[config.mk]
export PLATFORM = sky130hd
export DESIGN_NAME = acc_timing_gen
export DESIGN_NICKNAME = d
export VERILOG_FILES = /design/src/rtl/tg_pkg.sv /design/src/rtl/tg_axis_cnt.sv /design/src/rtl/tg_axis_win.sv /design/src/rtl/tg_pol_out.sv /design/src/rtl/acc_timing_gen.sv
export SDC_FILE = /design/constraint.sdc
export NUM_CORES = 1
export LEC_CHECK = 0
export BUFFER_PORTS_ARGS = -buffer_cell sky130_fd_sc_hd__buf_2
export CAP_MARGIN = 10
export CELL_PAD_IN_SITES_DETAIL_PLACEMENT = 1
export CELL_PAD_IN_SITES_GLOBAL_PLACEMENT = 2
export CORE_UTILIZATION = 26
export DETAILED_ROUTE_END_ITERATION = 10
export PLACE_DENSITY = 0.89
export SYNTH_ARGS = -nofsm -noshare
export SYNTH_HDL_FRONTEND = slang
export SYNTH_HIERARCHICAL = 1
export SYNTH_SLANG_ARGS = --single-unit
[constraint.sdc]
create_clock -name clk -period 3.5 [get_ports clk]
set_input_delay 0.175 -clock clk [delete_from_list [all_inputs] [get_ports clk]]
set_output_delay 0.175 -clock clk [all_outputs]
set_load 0.01 [all_outputs]
[src/rtl/tg_pkg.sv]
package tg_pkg;
  localparam int unsigned RUN_BIT   = 0;
  localparam int unsigned PCLK_BIT  = 28;
  localparam int unsigned DE_POL    = 29;
  localparam int unsigned VS_POL    = 30;
  localparam int unsigned HS_POL    = 31;
  localparam int unsigned H_LSB     = 16;
  localparam int unsigned V_LSB     = 0;
  localparam int unsigned AXES      = 2;
  localparam int unsigned AX_H      = 0;
  localparam int unsigned AX_V      = 1;

  // Level driven on a pin given whether the function is asserted and
  // whether the pin is programmed active-high.
  function automatic logic pin_level(input logic asserted, input logic act_high);
    return ~(asserted ^ act_high);
  endfunction
endpackage

[src/rtl/tg_axis_cnt.sv]
module tg_axis_cnt #(
  parameter int unsigned W = 12
) (
  input  logic         clk,
  input  logic         rst_n,
  input  logic         run,
  input  logic         step,
  input  logic [W-1:0] last,
  output logic [W-1:0] cnt,
  output logic         at_last
);
  logic [W-1:0] cnt_q, cnt_d;

  assign at_last = (cnt_q >= last);
  assign cnt     = cnt_q;

  always_comb begin
    cnt_d = cnt_q;
    if (!run) begin
      cnt_d = '0;
    end else if (step) begin
      cnt_d = at_last ? '0 : cnt_q + 1'b1;
    end
  end

  always_ff @(posedge clk or negedge rst_n) begin
    if (!rst_n) begin
      cnt_q <= '0;
    end else begin
      cnt_q <= cnt_d;
    end
  end
endmodule

[src/rtl/tg_axis_win.sv]
module tg_axis_win #(
  parameter int unsigned W = 12
) (
  input  logic [W-1:0] cnt,
  input  logic [W-1:0] sync_end,
  input  logic [W-1:0] bp_end,
  input  logic [W-1:0] act_end,
  output logic         in_sync,
  output logic         in_act
);
  assign in_sync = (cnt <= sync_end);
  assign in_act  = (cnt > bp_end) && (cnt <= act_end);
endmodule

[src/rtl/tg_pol_out.sv]
module tg_pol_out (
  input  logic run,
  input  logic hs_on,
  input  logic vs_on,
  input  logic de_on,
  input  logic hs_high,
  input  logic vs_high,
  input  logic de_high,
  output logic hsync,
  output logic vsync,
  output logic de
);
  import tg_pkg::*;

  assign hsync = pin_level(run & hs_on, hs_high);
  assign vsync = pin_level(run & vs_on, vs_high);
  assign de    = pin_level(run & de_on, de_high);
endmodule

[src/rtl/acc_timing_gen.sv]
module acc_timing_gen #(
  parameter int unsigned HW = 12,
  parameter int unsigned VW = 11
) (
  input  logic          clk,
  input  logic          rst_n,
  input  logic [31:0]   cfg_ctrl_i,
  input  logic [31:0]   cfg_sync_i,
  input  logic [31:0]   cfg_bporch_i,
  input  logic [31:0]   cfg_active_i,
  input  logic [31:0]   cfg_total_i,
  input  logic [VW-1:0] cfg_line_i,
  output logic          hsync_o,
  output logic          vsync_o,
  output logic          de_o,
  output logic          pclk_inv_o,
  output logic [31:0]   pos_o,
  output logic          vblank_o,
  output logic          line_o
);
  import tg_pkg::*;

  localparam int unsigned CW = (HW > VW) ? HW : VW;

  logic                    run;
  logic [AXES-1:0][CW-1:0] f_sync, f_bp, f_act, f_tot, cnt;
  logic [AXES-1:0]         step, at_last, in_sync, in_act;
  logic                    col0;
  logic                    unused_cfg;

  assign run        = cfg_ctrl_i[RUN_BIT];
  assign unused_cfg = ^{cfg_ctrl_i, cfg_sync_i, cfg_bporch_i, cfg_active_i, cfg_total_i};

  // Field extraction, zero-extended to the shared counter width.
  assign f_sync[AX_H] = CW'(cfg_sync_i[H_LSB +: HW]);
  assign f_sync[AX_V] = CW'(cfg_sync_i[V_LSB +: VW]);
  assign f_bp[AX_H]   = CW'(cfg_bporch_i[H_LSB +: HW]);
  assign f_bp[AX_V]   = CW'(cfg_bporch_i[V_LSB +: VW]);
  assign f_act[AX_H]  = CW'(cfg_active_i[H_LSB +: HW]);
  assign f_act[AX_V]  = CW'(cfg_active_i[V_LSB +: VW]);
  assign f_tot[AX_H]  = CW'(cfg_total_i[H_LSB +: HW]);
  assign f_tot[AX_V]  = CW'(cfg_total_i[V_LSB +: VW]);

  // Horizontal counts every clock; vertical counts on the horizontal wrap.
  assign step[AX_H] = 1'b1;
  assign step[AX_V] = at_last[AX_H];

  for (genvar ax = 0; ax < AXES; ax++) begin : g_axis
    tg_axis_cnt #(.W(CW)) cnt_i (
      .clk     (clk),
      .rst_n   (rst_n),
      .run     (run),
      .step    (step[ax]),
      .last    (f_tot[ax]),
      .cnt     (cnt[ax]),
      .at_last (at_last[ax])
    );

    tg_axis_win #(.W(CW)) win_i (
      .cnt      (cnt[ax]),
      .sync_end (f_sync[ax]),
      .bp_end   (f_bp[ax]),
      .act_end  (f_act[ax]),
      .in_sync  (in_sync[ax]),
      .in_act   (in_act[ax])
    );
  end

  tg_pol_out pol_i (
    .run     (run),
    .hs_on   (in_sync[AX_H]),
    .vs_on   (in_sync[AX_V]),
    .de_on   (in_act[AX_H] & in_act[AX_V]),
    .hs_high (cfg_ctrl_i[HS_POL]),
    .vs_high (cfg_ctrl_i[VS_POL]),
    .de_high (cfg_ctrl_i[DE_POL]),
    .hsync   (hsync_o),
    .vsync   (vsync_o),
    .de      (de_o)
  );

  assign pclk_inv_o = cfg_ctrl_i[PCLK_BIT];
  assign pos_o      = {16'(cnt[AX_H]), 16'(cnt[AX_V])};

  assign col0     = run && (cnt[AX_H] == '0);
  assign line_o   = col0 && (cnt[AX_V] == CW'(cfg_line_i));
  assign vblank_o = col0 &&
                    ({1'b0, cnt[AX_V]} == ({1'b0, f_act[AX_V]} + (CW+1)'(1)));
endmodule

; Word level (Yosys, flattened, before mapping)
; Cells that the tools add are included.
[totals]
word_cells = 37
output_inout_bits = 38
ff_bits = 24
[op_classes]
n_bitwise = 10
order_cmp = 8
n_mux = 5
reduce_logical = 6
add_sub_neg = 3
n_eq_ne = 3
[op_table]
columns = cell, n
row1 = 2-to-1 mux 12 bit, 5
row2 = "adder 12 x 1 -> 12 bit, second input constant", 2
row3 = less-or-equal comparator 12 x 11 -> 1 bit, 2
row4 = less-or-equal comparator 12 bit, 2
row5 = "adder 11 x 1 -> 12 bit, second input constant", 1
row6 = == test 12 x 11 -> 1 bit, 1
row7 = == test 12 bit, 1
row8 = greater-or-equal comparator 12 x 11 -> 1 bit, 1
row9 = greater-or-equal comparator 12 bit, 1
row10 = > comparator 12 x 11 -> 1 bit, 1
row11 = > comparator 12 bit, 1
row12 = zero test 12 bit, 1
row13 = logical AND 1 bit, 5
row14 = AND 1 bit, 4
row15 = NOT 1 bit, 3
row16 = XOR 1 bit, 3
row17 = "!= test 2 x 1 -> 1 bit, second input constant", 1

; Logic depth before layout (Yosys ltp)
; Gate-level depths: netlist (run 1).
[logic_depth]
word_depth = 6
ltp_mapped = 12
ltp_nobuf = 11

; By module
; The synthesis (run 1) kept the hierarchy.
[modules_own_cells]
columns = mod, cells_each, area_per_inst_um2, seq_area_each_um2, n_inst
row1 = tg_axis_cnt, 105, 1022.2, 300.3, 2
row2 = tg_axis_win, 124, 909.6, 0.0, 2
row3 = acc_timing_gen, 84, 621.8, 0.0, 1
row4 = tg_pol_out, 6, 37.5, 0.0, 1

; Worst setup path after synthesis (run 1)
; No wires, ideal clock.
[synth_timing]
path_kind = register to register
from = reg g_axis[0].cnt_i.cnt_q[9]
to = reg g_axis[1].cnt_i.cnt_q[11]
path_stages_with_launch = 12
required_ns = 3.420
path_buffers = 1
path_slack_ns = 1.006
setup_time_ns = 0.080
arrival_ns = 2.414
cell_sequence = dfrtp_1 > ha_1 > and4_1 > nor4b_4 > o31ai_2 > nand2_1 > buf_4 > nor2b_4 > nor4b_4 > nand4_1 > xor2_1 > nor3b_2
[synth_between]
elab_chain_cells = 2
[synth_lines]
columns = item, line_no
row1 = "start, declared", tg_axis_cnt.sv:12  ; logic [W-1:0] cnt_q, cnt_d;
row2 = "start signal, assigned", tg_axis_cnt.sv:30  ; cnt_q <= cnt_d;
row3 = greater-or-equal comparator 12 bit, tg_axis_cnt.sv:14  ; assign at_last = (cnt_q >= last);
row4 = named net at_last[0], acc_timing_gen.sv:27  ; logic [AXES-1:0] step, at_last, in_sync, in_act;
row5 = != test 2 x 1 -> 1 bit (no source line), --
row6 = "end signal, assigned", tg_axis_cnt.sv:30
row7 = "end, declared", tg_axis_cnt.sv:12
; The timed path passes the listed nets, and every way through them passes these cells.
; A chain may end at the register's enable or synchronous reset.

; Worst setup path in the final report (run 1)
[layout_timing]
from = reg g_axis[1].cnt_i.cnt_q[6]
to = out de_o
[layout_between]
elab_chain_cells = 6
elab_cells_between_ends = 7
cone_classes = order compare: 2 / bitwise: 4 / reduce/logical: 1
[layout_lines]
columns = item, line_no
row1 = > comparator 12 x 11 -> 1 bit / less-or-equal comparator 12 x 11 -> 1 bit (equally long branches), tg_axis_win.sv:12  ; assign in_act = (cnt > bp_end) && (cnt <= act_end);
row2 = logical AND 1 bit *, tg_axis_win.sv:12
row3 = named net in_act[1], acc_timing_gen.sv:27
row4 = AND 1 bit *, acc_timing_gen.sv:73  ; .de_on (in_act[AX_H] & in_act[AX_V]),
row5 = AND 1 bit *, tg_pol_out.sv:17  ; assign de = pin_level(run & de_on, de_high);
row6 = XOR 1 bit *, tg_pkg.sv:16  ; return ~(asserted ^ act_high);
row7 = NOT 1 bit *, tg_pkg.sv:16
row8 = "end, declared", acc_timing_gen.sv:15  ; output logic de_o,
; The timed path passes the listed nets; every way through them passes the cells marked *.

==> impl_metrics.py, run 1 <==
metrics = {
    "yosys": {
        "yosysUniqueCellTypes": 53,
        "yosysWarnings": 6,
        "post_synth.cell_area_avg_sq_um": 8.254,
        "syn_area_sq_mm": 0.004523,
        "synth_flop_cell": "dfrtp_1",
        "ys_seq_elements": 24,
        "synth_edf_count": 0,
        "ys_seq_area_frac": 0.1328,
        "ys_async_sr_fraction": 1.000,
        "synthesis.instances": 548,
    },
    "floorplan": {
        "die-area_sq_mm": 0.01793,
        "io_pins": 211,
        "num_rows": 47,
        "dieHeight_um": 133.9,
        "die_x_um": 133.9,
        "core_sq_mm": 0.01676,
        "start_util": 0.2699,
    },
    "worst_setup_path": {
        "start_kind": "flip-flop",
        "cpPeakStageDelay_ns": 0.62,
        "rrSetupSlack_ns": 0.77,
        "arrival_ns": 2.73,
        "required_ns": 3.32,
        "rr_startpoint": "g_axis[0].cnt_i/cnt[9]",
        "cp.buffers_inverters": 1,
        "critical_path.cell_chain": "ha_1 > nand4_1 > nor3_1 > a21oi_1 > o21a_1 > a311oi_2 > and2_1 > nand2_1 > xor2_1 > buf_2",
        "reg2reg_to": "g_axis[1].cnt_i/cnt[11]",
        "worst_path_dominant_cell_family": "simple AND/OR/NAND/NOR gates",
        "crit_slowest_cell": "dfrtp_1",
        "endpoint_kind": "primary output",
        "crit_fanout": 13,
        "reg2regPathDepth": 10,
        "critical_path_class": "reg -> out",
    },
    "sta": {
        "finalMaxSlewViolations": 0,
        "period_share": 0.8289,
        "fin_tns_setup_ns": 0,
        "max_freq_ghz": 0.3447,
        "finalHoldViolCount": 0,
        "relSlewSlack": 0.5770,
        "rsz0062_at_grt": "false",
        "final-setup-viol-count": 0,
        "finalCriticalPeriod_ns": 2.901,
        "worst_slew_pin_slew_ns": 0.6345,
        "fin_skew_ns": 0.003397,
    },
    "global_route": {
        "grt_usage": 0.1578,
        "grt_max_degree": 40,
        "antenna_found_initial": 0,
        "grt_pass1_vias": 4605,
        "gr-total-overflow": 0,
        "grt_pass1_wl_um": 22730,
    },
    "clocking": {
        "cts_tree": "yes",
        "htree_levels": 1,
        "cts_buffers": 3,
        "clockRootBuffer": "clkbuf_16",
        "worstSkewPairLatency_ns": 0.26,
        "path_clk_slew_ns": 0.06,
        "cts-resized-gates": 0,
        "cts_buffer_depth": 2,
        "clock_sink_count": 24,
    },
    "pwr": {
        "switching_share": 0.2841,
        "p_seq_frac": 0.322,
        "p_leak_uw": 0.003187,
        "internal-power_uw": 629.0,
        "clkPwrFrac": 0.378,
        "peakVddDrop_v": 0.0001428,
        "power.density_mw_per_mm2": 154.9,
        "comb_power_share": 0.300,
        "totalPowerFinal_uw": 878.6,
        "p_sw_uw": 249.6,
    },
    "routing": {
        "wl_per_cell_um": 15.28,
        "drc": 0,
        "vias": 4420,
        "ant_nets": 0,
        "avgViaCountPerCell": 4.784,
        "drtIter0Drc": 119,
        "firstDrtPassIters": 4,
        "routed_wl_um": 14120,
    },
    "final_layout": {
        "fin_nets": 977,
        "largest_reg_flops": 24,
        "largestRegisters": "g_axis.cnt_i/cnt (24)",
        "drive_gt1_frac": 0.2741,
        "regMostFlops": "g_axis.cnt_i/cnt",
        "area_growth_pct": 25.37,
        "antenna_cells": 0,
    },
    "worst_hold_path": {
        "worstHoldEndpoint": "pclk_inv_o",
        "holdPathStages": 0,
        "min-delay-start": "cfg_ctrl_i[28]",
        "hp-class": "in -> out",
    },
    "place": {
        "io_buffer_count": 137,
        "hpwlAfterDp_um": 11370,
        "gp_congestion": 0.7742,
    },
    "job": {
        "cap_violations": 0,
    },
    "run_status": {
        "status": "complete, no violations",
    },
}
-- synthesized netlist by cell type, types with 3 or more instances --
master    number  area [sq um]
nor4b_4        4         95.09
nand2_1       38         142.6
o21a_1         5         37.54
nor2b_1       10         62.56
and4_1        11         96.34
nor2_1        19         71.32
and4b_1        3         30.03
nor3b_2        8         100.1
inv_1         94         352.8
a21oi_1       45         225.2
a21o_1        10         75.07
o22ai_1        4         25.02
nand3_1       11         55.05
xnor2_1       16         140.1
ha_1          99          1239
o211ai_1       6         45.04
xor2_1        24         210.2
nand4_1       27         168.9
o21ai_0       15         75.07
buf_4         11         82.58
o21ai_1        5         25.02
nor3_1         5         25.02
nor4_1         4         25.02
nor4b_1        3         26.28
dfrtp_1       24         600.6
-- repair_timing --
action,CTS,global route
hold endpoints to repair,24,0
buffers inserted,0,0
hold buffers,1,0
-- how the worst max path moves through the flow --
stage,from,to,slack (ns),cells past startpoint
final,g_axis[1].cnt_i/cnt[6],de_o,0.60,10
after global routing,g_axis[1].cnt_i/cnt[9],de_o,0.42,10
after CTS,g_axis[1].cnt_i/cnt[6],de_o,0.57,10
after detailed placement,g_axis[0].cnt_i/cnt[9],g_axis[1].cnt_i/cnt[11],0.76,10
after global placement,g_axis[0].cnt_i/cnt[9],g_axis[1].cnt_i/cnt[11],0.80,10
after floorplan,g_axis[0].cnt_i/cnt[9],g_axis[1].cnt_i/cnt[11],1.01,11
-- cell families (layout without fill, tap and decap cells) --
group	Yosys count	after routing	share of synthesized area
DFF	24	24	0.1328
AOI/OAI and AO/OA	109	109	0.1607
adders and majority gates	99	99	0.2739
buffers and inverters	107	252	0.09793
other	2	13	0.001660
xor gates and xnor gates	41	41	0.08271
and+or+nand+nor	166	166	0.2503
-- cell usage in the layout, fill, tap and decap left out, types with 11 or more instances in the layout --
master / instances
buf_2: 137
ha_1: 99
inv_1: 94
a21oi_1: 45
nand2_1: 38
nand4_1: 27
xor2_1: 24
dfrtp_1: 24
nor2_1: 19
xnor2_1: 16
buf_4: 16
o21ai_0: 15
conb_1: 13
and4_1: 11
nand3_1: 11
-- power by group through the flow --
stage / clock network, uW / logic, uW / registers [uW]
floorplan: 0 / 146 / 290
global placement: 0 / 257 / 288
detailed placement: 0 / 265 / 288
CTS: 343 / 268 / 283
global route: 350 / 300 / 283
finish: 332 / 263 / 283
-- stage by stage --
step | cell area [sq um] | utilization | std cells | worst slack (ns) | hold WS (ns)
6_report | 5670 | 0.3383 | 924 | 0.5989 | 0.3501
4_1_cts | 5670 | 0.3383 | 924 | 0.5697 | 0.3501
2_1_floorplan | 4564 | - | 559 | 1.006 | -0.1206
5_1_grt | 5670 | 0.3383 | 924 | 0.4219 | 0.3501
3_5_place_dp | 5555 | 0.3315 | 919 | 0.7573 | 0.2226
3_3_place_gp | 5555 | 0.3315 | 919 | 0.8040 | 0.2027
-- metal layers --
metal / vias up / wire length [um] / GRT usage / share of wire
met3: 11 / 445 / 0.008692 / 0.032
met2: 95 / 6874 / 0.2853 / 0.49
li1: 2244 / - / - / -
met5: - / 0 / 0 / 0
met1: 2070 / 6617 / 0.2057 / 0.47
met4: 0 / 181 / 0.03220 / 0.013
-- final cells by class --
cell class / count / area [sq um]
Fill cell: 2093 / 11090
Multi-Input combinational cell: 428 / 3521
Timing Repair Buffer: 154 / 815.8
Sequential cell: 24 / 600.6
Inverter: 94 / 352.8
Tap cell: 220 / 275.3
Clock buffer: 3 / 75.07
Clock inverter: 1 / 30.03
(Power assumes the default switching activity.)
==> run 2, diff against run 1 <==
--- a/config.mk
+++ b/config.mk
@@ -9,9 +9,9 @@
 export CAP_MARGIN = 10
 export CELL_PAD_IN_SITES_DETAIL_PLACEMENT = 1
 export CELL_PAD_IN_SITES_GLOBAL_PLACEMENT = 2
-export CORE_UTILIZATION = 26
+export CORE_UTILIZATION = 24
 export DETAILED_ROUTE_END_ITERATION = 10
-export PLACE_DENSITY = 0.89
+export PLACE_DENSITY = 0.86
 export SYNTH_ARGS = -nofsm -noshare
 export SYNTH_HDL_FRONTEND = slang
 export SYNTH_HIERARCHICAL = 1
==> constraint.sdc (replaced) <==
create_clock -name clk -period 2.6 [get_ports clk]
set_input_delay 0.13 -clock clk [delete_from_list [all_inputs] [get_ports clk]]
set_output_delay 0.13 -clock clk [all_outputs]
set_load 0.01 [all_outputs]
==> impl_metrics.py, run 2 (synthesis results as in run 1) <==
metrics = {
    "run_status": {
        "status": "complete, no violations",
    },
    "place": {
        "dpl_cell_area_sq_mm": 0.005664,
        "io_buffer_count": 137,
        "dp.cells": 941,
        "gp_congestion": 0.7999,
        "hpwlAfterDp_um": 11940,
    },
    "clocking": {
        "path_clk_slew_ns": 0.06,
        "clockRootBuffer": "clkbuf_16",
        "cts_tree": "yes",
        "cts_buffer_depth": 2,
        "worstSkewPairLatency_ns": 0.26,
        "cts_buffers": 3,
        "clock_sink_count": 24,
        "htree_levels": 1,
    },
    "global_route": {
        "grt_usage": 0.1496,
        "antenna_found_initial": 0,
        "grt_max_degree": 40,
        "top_usage_layer": "met2",
        "grt_pass1_wl_um": 23800,
        "met3_usage": 0.01239,
        "use_met1": 0.2005,
        "gr-total-overflow": 0,
        "gr-usage-met2": 0.2608,
        "grt_pass1_vias": 4767,
    },
    "worst_setup_path": {
        "arrival_ns": 2.40,
        "critical_path_class": "reg -> out",
        "cpPeakStageDelay_ns": 0.47,
        "start_kind": "flip-flop",
        "worst_path_dominant_cell_family": "compound AO/OA/AOI/OAI gates",
        "required_ns": 2.47,
        "cp.buffers_inverters": 1,
        "crit_slowest_cell": "dfrtp_2",
        "critical_path.cell_chain": "ha_1 > a21oi_1 > o21a_2 > o211ai_2 > o21a_1 > a311oi_2 > and2_1 > nand2_1 > xor2_1 > buf_2",
        "endpoint_kind": "primary output",
        "crit_fanout": 6,
    },
    "final_layout": {
        "multi_input_area_sq_mm": 0.003618,
        "final_util": 0.3275,
        "regMostFlops": "g_axis.cnt_i/cnt",
        "num-fill-cells": 2232,
        "final_cell_mix": "buf_2 (137), inv_1 (94), ha_1 (93), a21oi_1 (45), buf_4 (38)",
        "stdcell_area_sq_mm": 0.005963,
        "antenna_cells": 0,
        "largest_reg_flops": 24,
        "ff_latch_area_sq_um": 613.1,
        "fin_nets": 1001,
        "largestRegisters": "g_axis.cnt_i/cnt (24)",
        "instances_no_fill": 957,
        "drive_gt1_frac": 0.3242,
        "area_growth_pct": 31.84,
        "final_common_cell": "buf_2",
    },
    "routing": {
        "drtIter0Drc": 130,
        "wl_per_cell_um": 15.15,
        "firstDrtPassIters": 4,
        "avgViaCountPerCell": 4.795,
        "drc": 0,
        "routed_wl_um": 14500,
        "vias": 4589,
        "ant_nets": 0,
    },
    "sta": {
        "worst_slew_pin_slew_ns": 0.5814,
        "rsz0062_at_grt": "true",
        "relSlewSlack": 0.6124,
        "finalCriticalPeriod_ns": 2.533,
        "max_freq_ghz": 0.3948,
        "fin_skew_ns": 0.004594,
        "period_share": 0.9742,
        "worst_hold_slack_ns": 0.2600,
        "finalMaxSlewViolations": 0,
        "finalHoldViolCount": 0,
        "final-setup-viol-count": 0,
    },
    "pwr": {
        "peakVddDrop_v": 0.0001999,
        "totalPowerFinal_uw": 1122,
        "power.density_mw_per_mm2": 188.1,
        "p_leak_uw": 0.003288,
    },
    "floorplan": {
        "start_util": 0.2484,
        "die-area_sq_mm": 0.01940,
        "io_pins": 211,
        "num_rows": 49,
        "dieHeight_um": 139.3,
        "core_sq_mm": 0.01821,
        "die_x_um": 139.3,
    },
    "job": {
        "cap_violations": 0,
    },
    "worst_hold_path": {
        "hp-class": "in -> out",
    },
}
-- run 2: cell types whose count changed in the layout (fill, tap and decap cells not counted), sizes merged --
cell / previous run / this run
bufinv: 1 / 0
clkbuf: 3 / 4
buf: 153 / 177
-- run 2: worst paths after layout --
path | from | endpoint | slack [ns] | cells past startpoint
max reg2reg | g_axis[0].cnt_i/cnt[9] | g_axis[1].cnt_i/cnt[8] | 0.20 | 10
min | cfg_ctrl_i[28] | pclk_inv_o | 0.26 | 0
max | g_axis[1].cnt_i/cnt[8] | de_o | 0.07 | 10
min reg2reg | g_axis[0].cnt_i/cnt[0] | g_axis[0].cnt_i/cnt[0] | 0.59 | 3
max in group asynchronous | rst_n | g_axis[1].cnt_i/cnt[11] | 1.76 | 2
min in group asynchronous | rst_n | g_axis[0].cnt_i/cnt[7] | 0.42 | 2
-- run 2: through the flow --
stage | worst slack (ns) | TNS [ns]
global route | -0.07314 | -0.07314
finish | 0.06698 | 0
detailed placement | 0.1673 | 0
CTS | -0.007518 | -0.007518
floorplan | 0.1058 | 0
global placement | 0.1660 | 0
-- run 2: worst register-to-register path, stage by stage, from the launching register on --
cell and delay [ns]:
dfrtp_1 0.41, ha_1 0.30, and4_1 0.22, nor4b_4 0.24
o31ai_4 0.15, nand2_2 0.14, nor2b_4 0.06, and4bb_4 0.35
nand4_1 0.13, xor2_1 0.17, nor3b_2 0.16
-- run 2: final cells by class --
class,count,area share
Clock buffer,4,0.01490
Sequential cell,24,0.1028
Timing Repair Buffer,178,0.1683
Inverter,94,0.05917
Tap cell,229,0.04805
Multi-Input combinational cell,428,0.6068
-- run 2: power by group --
part,internal [uW],total [uW],switching (uW)
logic,172,372,199
registers,376,378,1.69
clock network,235,372,137
total,784,1120,338
-- run 2: routing by layer --
| layer | vias to the layer above | wire, um |
|---|---|---|
| met5 | - | 0 |
| met4 | 0 | 122 |
| met3 | 6 | 551 |
| met2 | 104 | 7068 |
| met1 | 2186 | 6754 |
| li1 | 2293 | - |
-- run 2: what timing repair did --
action,in CTS,in global routing
setup endpoints to repair,2,8
resized for setup,13,9
setup buffers,13,0
pin swaps,5,6
endpoints found under the hold margin,24,0
hold buffers,1,0
==> run 3, diff against run 2 <==
--- a/config.mk
+++ b/config.mk
@@ -10,7 +10,9 @@
 export CELL_PAD_IN_SITES_DETAIL_PLACEMENT = 1
 export CELL_PAD_IN_SITES_GLOBAL_PLACEMENT = 2
 export CORE_UTILIZATION = 24
+export CTS_CLUSTER_DIAMETER = 30
 export DETAILED_ROUTE_END_ITERATION = 10
+export MAX_ROUTING_LAYER = met4
 export PLACE_DENSITY = 0.86
 export SYNTH_ARGS = -nofsm -noshare
 export SYNTH_HDL_FRONTEND = slang
==> impl_metrics.py, run 3 (synthesis results as in run 1) <==
metrics = {
    "routing": {
        "drc": 0,
        "drtIter0Drc": 106,
        "vias": 4607,
        "wl_per_cell_um": 15.17,
        "ant_nets": 0,
        "firstDrtPassIters": 4,
        "avgViaCountPerCell": 4.814,
        "routed_wl_um": 14520,
    },
    "floorplan": {
        "core_sq_mm": 0.01821,
        "die-area_sq_mm": 0.01940,
        "die_x_um": 139.3,
        "io_pins": 211,
        "start_util": 0.2484,
        "dieHeight_um": 139.3,
        "num_rows": 49,
    },
    "worst_setup_path": {
        "reg2reg_to": "g_axis[1].cnt_i/cnt[8]",
        "critical_path_class": "reg -> out",
        "crit_fanout": 6,
        "start_kind": "flip-flop",
        "rrSetupSlack_ns": 0.20,
        "endpoint_kind": "primary output",
        "arrival_ns": 2.43,
        "required_ns": 2.47,
        "reg2regPathDepth": 10,
        "rr_startpoint": "g_axis[0].cnt_i/cnt[9]",
    },
    "pwr": {
        "clkPwrFrac": 0.332,
        "p_seq_frac": 0.337,
        "switching_share": 0.3010,
        "p_sw_uw": 337.5,
        "p_leak_uw": 0.003288,
        "peakVddDrop_v": 0.0001995,
        "internal-power_uw": 783.9,
        "power.density_mw_per_mm2": 188.1,
        "comb_power_share": 0.332,
    },
    "final_layout": {
        "multi_input_area_sq_mm": 0.003618,
        "area_growth_pct": 31.84,
        "largestRegisters": "g_axis.cnt_i/cnt (24)",
        "ff_latch_area_sq_um": 613.1,
        "final_common_cell": "buf_2",
        "regMostFlops": "g_axis.cnt_i/cnt",
        "final_cell_mix": "buf_2 (137), inv_1 (94), ha_1 (93), a21oi_1 (45), buf_4 (38)",
        "fin_nets": 1001,
        "num-fill-cells": 2232,
        "antenna_cells": 0,
        "largest_reg_flops": 24,
        "drive_gt1_frac": 0.3242,
    },
    "clocking": {
        "clock_sink_count": 24,
        "path_clk_slew_ns": 0.06,
        "htree_levels": 1,
        "cts_buffer_depth": 2,
        "cts_buffers": 3,
        "worstSkewPairLatency_ns": 0.26,
        "cts_tree": "yes",
        "clockRootBuffer": "clkbuf_16",
    },
    "worst_hold_path": {
        "worstHoldEndpoint": "pclk_inv_o",
        "min-delay-start": "cfg_ctrl_i[28]",
        "hp-class": "in -> out",
        "holdPathStages": 0,
    },
    "job": {
        "cap_violations": 0,
    },
    "sta": {
        "relSlewSlack": 0.6163,
        "rsz0062_at_grt": "true",
        "finalHoldViolCount": 0,
        "period_share": 0.9851,
        "finalCriticalPeriod_ns": 2.561,
        "worst_slew_pin_slew_ns": 0.5756,
        "max_freq_ghz": 0.3904,
        "worst_hold_slack_ns": 0.2600,
        "final-setup-viol-count": 0,
        "finalMaxSlewViolations": 0,
        "fin_skew_ns": 0.004634,
        "fin_tns_setup_ns": 0,
    },
    "global_route": {
        "gr-total-overflow": 0,
        "grt_pass1_vias": 4768,
        "antenna_found_initial": 0,
        "grt_pass1_wl_um": 23780,
        "grt_max_degree": 40,
        "grt_usage": 0.1541,
    },
    "place": {
        "gp_congestion": 0.8114,
        "hpwlAfterDp_um": 11940,
        "io_buffer_count": 137,
    },
    "run_status": {
        "status": "complete, no violations",
    },
}
==> run 3: cell counts in the layout (fill, tap and decap cells not counted) <==
Identical to the previous run, type by type.
==> run 3: metal layers <==
metal | global-route usage | routed length (um) | vias to the layer above
li1 | - | - | 2295
met1 | 0.2017 | 6880 | 2209
met2 | 0.2608 | 7095 | 97
met3 | 0.009979 | 421 | 6
met4 | 0.03041 | 121 | 0
met5 | - | 0 | -
==> run 3: timing repair <==
item / 4_1_cts / 5_1_grt
resized for setup: 13 / 9
endpoints found under the hold margin: 24 / 0
setup endpoints to repair: 2 / 8
cloned: 0 / 0
pin swaps: 5 / 5
setup buffers: 13 / 0
hold buffers: 1 / 0
==> run 3: how the worst max path moves through the flow <==
| stage | start | to | slack [ns] | cells after the start |
|---|---|---|---|---|
| 5_1_grt | g_axis[1].cnt_i/cnt[7] | de_o | -0.07 | 10 |
| 6_report | g_axis[1].cnt_i/cnt[8] | de_o | 0.04 | 10 |
| 3_3_place_gp | g_axis[1].cnt_i/cnt[9] | de_o | 0.17 | 10 |
| 3_5_place_dp | g_axis[1].cnt_i/cnt[9] | de_o | 0.17 | 10 |
| 4_1_cts | g_axis[1].cnt_i/cnt[7] | de_o | -0.008 | 10 |
| 2_1_floorplan | g_axis[0].cnt_i/cnt[9] | g_axis[1].cnt_i/cnt[11] | 0.11 | 11 |
==> run 3: metrics by stage <==
stage	setup WS, ns	util	total power, uW	std cells	cell area [sq um]
final	0.03867	0.3275	1121	957	5963
after global routing	-0.07288	0.3275	1192	957	5963
after CTS	-0.007518	0.3254	1128	959	5924
after detailed placement	0.1673	0.3111	748.4	941	5664
after global placement	0.1660	0.3111	736.1	941	5664
after floorplan	0.1058	-	587.8	559	4564
==> run 3: worst max-delay path: stages, from the launching register on <==
cell and delay, ns:
dfrtp_2 0.47, ha_1 0.23, a21oi_1 0.16, o21a_2 0.18, o211ai_2 0.08, o21a_1 0.20
a311oi_2 0.31, and2_1 0.18, nand2_1 0.07, xor2_1 0.16, buf_2 0.14
==> run 3: cell type report <==
class                   instances  share of cell area
inverters                      94             0.05917
well taps                     229             0.04805
repair buffers                178              0.1683
clock buffers                   4             0.01490
multi-input cells             428              0.6068
flip-flops and latches         24              0.1028
==> run 3: power groups by stage <==
stage / Clock [uW] / Combinational (uW) / Sequential (uW)
floorplan: 0 / 197 / 391
global placement: 0 / 351 / 385
detailed placement: 0 / 363 / 385
CTS: 380 / 371 / 378
global route: 390 / 424 / 378
finish: 372 / 372 / 378
